## config.mk

```make
export PLATFORM = sky130hd
export DESIGN_NAME = ctlport_engine
export DESIGN_NICKNAME = d
export VERILOG_FILES = /design/src/rtl/ctlport_engine.sv
export SDC_FILE = /design/constraint.sdc
export NUM_CORES = 1
export LEC_CHECK = 0
export ABC_AREA = 0
export ABC_CLOCK_PERIOD_IN_PS = 3490
export BUFFER_PORTS_ARGS = -buffer_cell sky130_fd_sc_hd__buf_2
export CAP_MARGIN = 30
export CORE_MARGIN = 2
export CORE_UTILIZATION = 60
export DETAILED_ROUTE_END_ITERATION = 8
export PLACE_DENSITY = 0.78
export SYNTH_ARGS = -nofsm -noshare
export SYNTH_HDL_FRONTEND = slang
export SYNTH_SLANG_ARGS = --single-unit
```

## constraint.sdc

```tcl
create_clock -name clk -period 3.49 [get_ports clk]
set_input_delay 0.698 -clock clk [delete_from_list [all_inputs] [get_ports clk]]
set_output_delay 0.698 -clock clk [all_outputs]
set_load 0.01 [all_outputs]
```

## src/rtl/ctlport_engine.sv

```systemverilog
module ctlport_engine #(
  parameter int NITEM    = 4,
  parameter int ITEM_LEN = 6,
  parameter int NCOEF    = 4,
  parameter int BUSY_CYC = 100
) (
  input  logic               clk,
  input  logic               rst_n,
  input  logic               port_clk,
  input  logic               port_mode,
  input  logic               port_din,
  output logic               port_dout,
  output logic               err_o,
  output logic [NCOEF*8-1:0] coef_o
);
  localparam int IDW = (NITEM > 1) ? $clog2(NITEM) : 1;
  localparam int IXW = $clog2(ITEM_LEN + 1);
  localparam int CPW = (NCOEF > 1) ? $clog2(NCOEF) : 1;
  localparam int BW  = $clog2(BUSY_CYC + 1);
  localparam logic [7:0] ADDR_STAT = 8'h63;
  localparam logic [7:0] ADDR_CTRL = 8'h40;
  localparam logic [7:0] ADDR_DATA = 8'h41;
  localparam logic [7:0] ADDR_COEF = 8'h50;
  localparam logic [7:0] CTRL_CONT = 8'h7F;

  typedef enum logic [2:0] {OP_NONE, OP_STAT, OP_CTRL, OP_DATA, OP_COEF} op_t;

  logic           pclk_q, mode_q;
  logic [2:0]     bitcnt;
  logic [6:0]     rx;
  op_t            op;
  logic           act_v, act_rd, sus_v, sus_rd;
  logic [IDW-1:0] act_id, sus_id;
  logic [IXW-1:0] act_idx, sus_idx;
  logic [CPW-1:0] cptr;
  logic [BW-1:0]  busy;
  logic [7:0]     coef [NCOEF];
  logic [7:0]     mem  [NITEM][ITEM_LEN];

  wire       rise      = port_clk & ~pclk_q;
  wire       byte_done = rise && (bitcnt == 3'd7) && (port_mode == mode_q);
  wire [7:0] rbyte     = {rx, port_din};
  wire       addr_done = byte_done & ~port_mode;
  wire       data_done = byte_done & port_mode;
  wire       rdy       = (busy == '0);
  wire       in_len    = act_idx < IXW'(ITEM_LEN);
  wire [7:0] rd_byte   = in_len ? mem[act_id][act_idx] : 8'h00;

  assign port_dout = port_mode && ((op == OP_STAT && rdy) ||
                     (op == OP_DATA && act_v && act_rd && rd_byte[3'd7 - bitcnt]));

  for (genvar k = 0; k < NCOEF; k++) begin : g_coef
    assign coef_o[8*k +: 8] = coef[k];
  end

  always_ff @(posedge clk or negedge rst_n) begin
    if (!rst_n) begin
      pclk_q <= 1'b0;
      mode_q <= 1'b0;
      bitcnt <= '0;
      rx     <= '0;
      op     <= OP_NONE;
    end else begin
      pclk_q <= port_clk;
      mode_q <= port_mode;
      if (port_mode != mode_q) bitcnt <= '0;
      else if (rise) bitcnt <= bitcnt + 3'd1;
      if (rise) rx <= {rx[5:0], port_din};
      if (addr_done) begin
        case (rbyte)
          ADDR_STAT: op <= OP_STAT;
          ADDR_CTRL: op <= OP_CTRL;
          ADDR_DATA: op <= OP_DATA;
          ADDR_COEF: op <= OP_COEF;
          default:   op <= OP_NONE;
        endcase
      end
    end
  end

  always_ff @(posedge clk or negedge rst_n) begin
    if (!rst_n) begin
      act_v <= 1'b0; act_rd <= 1'b0; act_id <= '0; act_idx <= '0;
      sus_v <= 1'b0; sus_rd <= 1'b0; sus_id <= '0; sus_idx <= '0;
      err_o <= 1'b0;
      cptr  <= '0;
      busy  <= '0;
      for (int k = 0; k < NCOEF; k++) coef[k] <= 8'h00;
      for (int i = 0; i < NITEM; i++)
        for (int j = 0; j < ITEM_LEN; j++) mem[i][j] <= 8'h00;
    end else begin
      if (data_done && op == OP_DATA && act_v) busy <= BW'(BUSY_CYC);
      else if (busy != '0) busy <= busy - 1'b1;

      if (addr_done && rbyte == ADDR_COEF) begin
        cptr <= '0;
        if (act_v) begin
          sus_v <= 1'b1; sus_rd <= act_rd; sus_id <= act_id; sus_idx <= act_idx;
          act_v <= 1'b0;
        end
      end

      if (data_done) begin
        case (op)
          OP_CTRL: begin
            if (rbyte == CTRL_CONT) begin
              if (sus_v) begin
                act_v <= 1'b1; act_rd <= sus_rd; act_id <= sus_id; act_idx <= sus_idx;
                sus_v <= 1'b0;
              end else begin
                err_o <= 1'b1;
              end
            end else if (rbyte[6:IDW] == '0) begin
              act_v <= 1'b1; act_rd <= rbyte[7]; act_id <= rbyte[IDW-1:0]; act_idx <= '0;
              sus_v <= 1'b0;
              err_o <= 1'b0;
            end else begin
              act_v <= 1'b0;
            end
          end
          OP_DATA: begin
            if (act_v && in_len) begin
              if (!act_rd) mem[act_id][act_idx] <= rbyte;
              act_idx <= act_idx + 1'b1;
            end
          end
          OP_COEF: begin
            coef[cptr] <= rbyte;
            cptr <= (cptr == CPW'(NCOEF - 1)) ? '0 : cptr + 1'b1;
          end
          default: ;
        endcase
      end
    end
  end

  p_coef_ptr_reset_r5: assert property (@(posedge clk) disable iff (!rst_n)
    addr_done && rbyte == ADDR_COEF |=> cptr == '0);
  p_coef_wrap_r5: assert property (@(posedge clk) disable iff (!rst_n)
    data_done && op == OP_COEF |=>
      cptr == (($past(cptr) == CPW'(NCOEF - 1)) ? '0 : $past(cptr) + 1'b1));
  p_coef_no_busy_r2: assert property (@(posedge clk) disable iff (!rst_n)
    data_done && op == OP_COEF && rdy |=> rdy);
  p_suspend_r6: assert property (@(posedge clk) disable iff (!rst_n)
    addr_done && rbyte == ADDR_COEF && act_v |=>
      sus_v && !act_v && sus_idx == $past(act_idx) && sus_id == $past(act_id));
  p_keep_ctx_r7: assert property (@(posedge clk) disable iff (!rst_n)
    addr_done && rbyte == ADDR_COEF && !act_v && sus_v |=>
      sus_v && $stable(sus_idx) && $stable(sus_id) && $stable(sus_rd));
  p_resume_r6: assert property (@(posedge clk) disable iff (!rst_n)
    data_done && op == OP_CTRL && rbyte == CTRL_CONT && sus_v |=>
      act_v && act_idx == $past(sus_idx) && !sus_v);
  p_err_r8: assert property (@(posedge clk) disable iff (!rst_n)
    data_done && op == OP_CTRL && rbyte == CTRL_CONT && !sus_v |=>
      err_o && $stable(act_idx) && $stable(act_v));
  p_idx_bound_r4: assert property (@(posedge clk) disable iff (!rst_n)
    act_idx <= IXW'(ITEM_LEN));
endmodule

```

Word level (Yosys, flattened, before mapping)
Cells that the tools add are included.

Add/sub/neg operators: 5. $mul: 0. Div/mod/pow operators: 0. $lt $le $gt $ge: 8. Equality and inequality tests: 18. Shift-type cells: 0. Mux-type cells: 53. Bitwise gates (word level): 9. Reductions and logical operators: 28.

Operators by type and width (count): bitwise mux 192 bit (1); 2-to-1 mux 48 bit (3); binary-select mux 48 bit (select 2 bit) (1); demux 48 bit (select 2 bit) (1); == test 8 x 7 -> 1 bit, second input constant (5); 2-to-1 mux 8 bit (5); bitwise mux 32 bit (1); binary-select mux 8 bit (select 3 bit) (1); demux 8 bit (select 3 bit) (1); 2-to-1 mux 1 bit (20); 2-to-1 mux 3 bit (6); demux 8 bit (select 2 bit) (1); logical AND 1 bit (14); 2-to-1 mux 2 bit (7); 2-to-1 mux 7 bit (2); case mux 3 bit (4 select lines) (1); AND reduction 4 bit (3); nonzero test 2 bit (4); logical NOT 7 bit (1); nonzero test 7 bit (1); subtractor 7 x 1 -> 7 bit, second input constant (1); adder 3 x 1 -> 3 bit, second input constant (2); == test 3 x 2 -> 1 bit, second input constant (2); == test 3 bit, second input constant (2); other kinds (25) (35).

Flip-flop bits (word level): 263. Latch bits: 0. RAM bits: 0. ROM bits: 0. Input port bits: 5. Output and inout port bits: 34. Word-level logic and storage cells: 165. Memories: 0.

Logic depth before layout (Yosys ltp)
Gate-level depths: netlist of the first run.

Word-level depth: 13. Mapped depth: 10. Depth with buffers taken out: 8.

Worst setup path after synthesis of the first run
Ideal clock, no wire load.

Path type: register to output. Start point: register act_id[0]. End point: output port port_dout. Arrival time: 1.985 ns. Data required time: 2.792 ns. Slack: 0.807 ns. Stages on the path, launching flop included: 11. Cell sequence: dfrtp_1 buf_6 buf_6 buf_6 buf_12 nor2b_1 a221oi_1 o21ai_0 nand3_1 nand3_1 a221oi_1.

Longest elaborated chain between the ends: 13.

RTL lines: from (decl) (line 33) `logic [IDW-1:0] act_id, sus_id;`; from (signal assigned) (line 83) `act_v <= 1'b0; act_rd <= 1'b0; act_id <= '0; act_idx <= '0;`; from (signal assigned) (line 108) `act_v <= 1'b1; act_rd <= sus_rd; act_id <= sus_id; act_idx <= sus_idx;`; from (signal assigned) (line 114) `act_v <= 1'b1; act_rd <= rbyte[7]; act_id <= rbyte[IDW-1:0]; act_idx <= '0;`; inverter 2 -> 3 bit (implied by the code) (line 47) `wire [7:0] rd_byte = in_len ? mem[act_id][act_idx] : 8'h00;`; binary-select mux 48 bit (select 2 bit) (line 47); 2-to-1 mux 48 bit (implied by the code) (2 in series) (line 47); binary-select mux 8 bit (select 3 bit) (line 47); 2-to-1 mux 8 bit (implied by the code) (2 in series) (line 47); 2-to-1 mux 8 bit (line 47); binary-select mux 1 bit (select 3 bit) (line 50) `(op == OP_DATA && act_v && act_rd && rd_byte[3'd7 - bitcnt]));`; 2-to-1 mux 1 bit (implied by the code) (line 50); logical AND 1 bit (line 50); logical OR 1 bit (line 49) `assign port_dout = port_mode && ((op == OP_STAT && rdy) ||`; logical AND 1 bit (line 49); to (decl) (line 12) `output logic port_dout,`.

No other way between the ends. The select of a mux whose other input is x is not followed.

Final worst setup path of the first run
Start point: register act_id[1]. End point: output port port_dout.

The elaborated chain is that of the path after synthesis.

==> results.cfg, run 1 <==
[timing]
maxSlewHeadroom = 0.365
tightest_slew_ps = 950
final.period_utilization = 1.03
tns_ps = -113
fin_ws_ps = -113
slew_violations = 0
rsz0062_at_grt = true
fin_crit_ps = 3600
fin_worst_skew_ps = 16.8
setup_viol = 1
fmax_ghz = 0.278
hold_viol = 0

[worst_setup_path]
r2r_start = bitcnt[0]
crit_path_max_fanout = 8
worstPathCellList = buf_4, buf_4, mux4_2, a22oi_1, and3_1, a31oi_1, o21ai_2, a221oi_4, buf_2
critPathKind = flop to output pin
crit_buf_inv = 3
critPathMaxStageDelay_ps = 560
crit_top_cell = buf_4
crit_family = compound AO/OA/AOI/OAI gates
endpoint_kind = output pin
worstPathArrival_ps = 2900
reg2reg_depth = 7
rrSetupSlack_ps = 440
crit_path_start_kind = flop
cpMaxStageDelayCell = dfrtp_4
r2r-end = mem[10]
crit_required_ps = 2790

[synth]
yosysSeqAreaShare = 0.543
synth-simple-area-share = 0.0696
synthArstFlopShare = 1.00
synth-compound-area-share = 0.0394
synth_area_mm2 = 0.0121
synth_nets = 863
yosysWarnings = 0
synth_top_family_by_area = multiplexers
synth_edf_count = 0
synth_fa_ha_area_frac = 0.00826
syn_area_per_cell_um2 = 14.3
synth_cell_types = 63
synthFlopType = dfrtp_1
synth_xor_area_frac = 0.00362
synth_mux_area_frac = 0.308
netlist_instances = 850
ys_ff_latch = 263

[floorplan]
die_w_um = 146
fp.dieH_um = 146
boundaryPins = 39
start_util = 0.616
fp-row-count = 51
die-area_mm2 = 0.0213
core_area_mm2 = 0.0197

[grt]
antenna_found_initial = 0
grt_pass1_wl_mm = 46.2
grtUsageTotal = 0.278
grt_max_degree = 99
gr-total-overflow = 0
grt_pass1_vias = 8007

[placement]
pre_cts_ws_ps = 271
gp_congestion = 1.07
place_inst = 1136
dp_hpwl_mm = 19.2
port_buffers = 38

[power]
swShare = 0.249
p_leak_nw = 7.01
seq_power_share = 0.485
power_density_mw_per_mm2 = 475
max-vdd-ir-drop_uv = 345
netSwitchingPower_mw = 1.64
internal_power_mw = 4.93
combPwrFrac = 0.074
power.share.clock = 0.440

[cts]
cts_buffer_depth = 3
cts.sinks = 263
tritoncts = built
clk_transition_reported_paths_ps = 60
cts_buffers = 26
clk_latency_ps = 540
ctsRootBufferMaster = clkbuf_16
htree_levels = 1
holdBufCountCts = 0

[route]
drt-initial-drc-count = 579
drc_errors = 0
ant_nets = 0
wire_per_inst_um = 24.5
via_per_inst = 6.43
dr.pass1.iters = 6
drt-total-wl_mm = 29.3
via_count = 7707

[cells_and_area]
fill_cells = 1299
final_cell_mix = dfrtp_1, mux2_2, nand2_1, buf_4, buf_2
fin_cells = 1198
fin_nets = 927
antenna_cells = 0
drive_gt1_frac = 0.475
syn_to_final_growth_pct = 14.1
layout_commonest_cell = dfrtp_1

[outcome]
outcome = finished with violations
violations = setup timing

[flow_run]
drv_cap = 0

[min_path]
min_path_type = input port to asynchronous set/reset pin
[cells by family after synthesis]
group / Yosys count
adder cells (fa/ha/maj): 8
XOR/XNOR: 5
multiplexers: 297
AO/OA/AOI/OAI: 70
buffers and inverters: 66
AND/OR/NAND/NOR: 141
flip-flops: 263
[power groups by stage]
stage | Sequential [mW] | Clock (mW) | Combinational (mW)
after global routing | 3.19 | 3.05 | 0.527
after detailed placement | 3.24 | 0 | 0.470
after global placement | 3.23 | 0 | 0.451
after CTS | 3.19 | 2.91 | 0.476
after floorplan | 3.17 | 0 | 0.272
final | 3.19 | 2.89 | 0.488
[metrics by stage]
stage / power [mW] / hold WS [ps] / utilization / instance area (um^2)
after floorplan: 3.44 / 402 / - / 12100
after global placement: 3.68 / 470 / 0.645 / 12700
after detailed placement: 3.71 / 482 / 0.645 / 12700
after CTS: 6.58 / 242 / 0.696 / 13700
after global routing: 6.77 / 275 / 0.703 / 13800
final: 6.57 / 215 / 0.703 / 13800
[flip-flops by register name, summed over array words and instances, names as in the netlist, 3 cells and up]
name	count
coef_o	32
sus_idx	3
mem	192
act_idx	3
bitcnt	3
busy	7
rx	7
op	3
[layout make-up]
type                            instances  area, um^2  area share
Clock buffer                           45         863      0.0624
Sequential cell                       263        6590       0.477
Inverter                               14        52.6     0.00380
Clock inverter                          2        35.0     0.00253
Multi-Input combinational cell        521        5260       0.380
Timing Repair Buffer                   88         694      0.0502
Tap cell                              265         332      0.0240
[Yosys cell counts, types with 6 or more instances]
cell type,count,share of area
a21oi_1,12,0.0050
a22oi_1,16,0.0099
buf_2,9,0.0037
buf_6,6,0.0056
clkbuf_1,29,0.0090
dfrtp_1,263,0.54
ha_1,8,0.0083
inv_1,13,0.0040
mux2_2,231,0.21
mux2i_1,26,0.021
mux4_2,32,0.059
nand2_1,38,0.012
nand2_2,12,0.0062
nand2b_1,6,0.0031
nand3_1,12,0.0050
nor2_1,20,0.0062
nor2_2,7,0.0036
nor2b_1,6,0.0031
o21ai_0,14,0.0058
[routing by layer]
layer / GRT usage / part of all wire / up-vias
li1: - / - / 3254
met3: 0.0772 / 0.082 / 97
met5: 0 / 0 / -
met2: 0.442 / 0.48 / 327
met1: 0.372 / 0.40 / 4029
met4: 0.101 / 0.037 / 0
[how the worst max path moves through the flow]
stage / from / endpoint / slack [ps] / depth (start not counted)
floorplan: act_id[0] / port_dout / 810 / 10
global route: act_id[0] / port_dout / -110 / 9
detailed placement: act_id[0] / port_dout / 270 / 10
finish: act_id[1] / port_dout / -110 / 9
global placement: act_id[1] / port_dout / 310 / 9
CTS: act_id[0] / port_dout / -30 / 7
[timing repair]
action,in CTS,in global routing
endpoints found under the setup margin,1,1
buffers inserted,9,7
resized for setup,10,19
pin swaps,3,8
(Power assumes the default switching activity.)
==> run 2, diff against run 1 <==
Settings changed: RECOVER_POWER set to 25.
==> run 2 against run 1 <==
Critical endpoint unchanged. Register-to-register slack worse by 30 ps. Sequential share of layout area grew 0.052 points. Global-route usage is the same. Clock power about the same. Utilization fell by 0.076 points. Flip-flop and latch count is the same. Total power down 0.13%. Cell count is the same. Combinational power about the same. The run ends with capacitance limit, slew limit, setup timing left. Critical path depth did not move. Fmax is 1.3% higher. Sequential power is essentially flat.
==> results.cfg, run 2 (synthesis gave the netlist of run 1 again) <==
[outcome]
outcome = finished with violations
violations = capacitance limit, slew limit, setup timing

[grt]
grt_pass1_vias = 8007
grtUsageTotal = 0.278
antenna_found_initial = 0
gr-total-overflow = 0
grt_max_degree = 99
grt_pass1_wl_mm = 46.2

[floorplan]
start_util = 0.616
die_w_um = 146
core_area_mm2 = 0.0197
boundaryPins = 39
fp.dieH_um = 146
fp-row-count = 51
die-area_mm2 = 0.0213

[placement]
dp_hpwl_mm = 19.2
gp_congestion = 1.07
pre_cts_ws_ps = 271
port_buffers = 38

[timing]
rsz0062_at_grt = true
hold_viol = 0
fin_worst_skew_ps = 13.7
setup_viol = 1
final.period_utilization = 1.02
fin_crit_ps = 3560
fmax_ghz = 0.281
tightest_slew_ps = 2620
hold-worst-slack_ps = 370
fin_ws_ps = -65.2
maxSlewHeadroom = -0.749
slew_violations = 97

[worst_setup_path]
r2r-end = mem[9]
crit_path_max_fanout = 8
critPathKind = flop to output pin
reg2reg_depth = 7
rrSetupSlack_ps = 410
endpoint_kind = output pin
crit_path_start_kind = flop
r2r_start = bitcnt[0]
crit_required_ps = 2790
worstPathArrival_ps = 2860

[route]
drc_errors = 0
drt-total-wl_mm = 29.2
wire_per_inst_um = 24.4
dr.pass1.iters = 7
via_per_inst = 6.43
drt-initial-drc-count = 576
ant_nets = 0
via_count = 7707

[cells_and_area]
layout_commonest_cell = dfrtp_1
drive_gt1_frac = 0.473
utilization = 0.703
final_cell_mix = dfrtp_1, mux2_2, nand2_1, buf_4, buf_2
fin_nets = 927
antenna_cells = 0
regMostFlops = mem
syn_to_final_growth_pct = 14.0
largest_register_ffs = 192

[cts]
clk_latency_ps = 540
tritoncts = built
cts.sinks = 263
cts_buffers = 26
clk_transition_reported_paths_ps = 60
cts_buffer_depth = 3
htree_levels = 1
ctsRootBufferMaster = clkbuf_16

[min_path]
hold_path_depth = 1
hp-start = port_clk
min_path_type = input port to flop
whs_endpoint = pclk_q

[power]
power_density_mw_per_mm2 = 475
max-vdd-ir-drop_uv = 345
p_leak_nw = 7.01

[flow_run]
drv_cap = 1
[run 2: where the power goes]
group	internal [mW]	switching [mW]
Clock	1.74	1.15
Combinational	0.111	0.376
Sequential	3.08	0.108
[run 2: metrics by stage]
stage	total power [mW]	std cells	setup TNS, ps	instance area (um^2)
floorplan	3.44	850	0	12100
global placement	3.68	1136	0	12700
detailed placement	3.71	1136	0	12700
CTS	6.58	1191	-34.5	13700
global route	6.77	1198	-114	13800
finish	6.56	1198	-65.2	13800
[run 2: final cells by class]
class	count	area [um^2]
tap	265	332
fill	1301	5840
timing repair buffer	88	679
clock buffer	45	863
clock inverter	2	35.0
inverter	14	52.6
sequential	263	6590
multi-input combinational	521	5260
[run 2: repair_timing]
item	CTS	global route
endpoints found under the setup margin	1	1
pin swaps	3	8
buffers inserted	9	7
hold buffers	0	0
gates resized for setup	10	19
[run 2: per-layer routing]
layer / routed length [um] / up-vias / track usage
li1: - / 3256 / -
met1: 11800 / 4032 / 0.372
met2: 14000 / 322 / 0.442
met3: 2300 / 97 / 0.0772
met4: 1110 / 0 / 0.101
met5: 0 / - / 0
[run 2: worst max path at each step]
stage	from	slack (ps)	endpoint	cells after the start
after floorplan	act_id[0]	810	port_dout	10
after global placement	act_id[1]	310	port_dout	9
after detailed placement	act_id[0]	270	port_dout	10
after CTS	act_id[0]	-30	port_dout	7
after global routing	act_id[0]	-110	port_dout	9
final	act_id[1]	-70	port_dout	9
[run 2: worst max-delay path: stages (launching register included)]
cell	delay (ps)
dfrtp_4	560
buf_4	210
buf_4	140
mux4_2	240
a22oi_1	80
and3_1	210
a31oi_1	220
o21ai_2	120
a221oi_4	340
buf_2	200
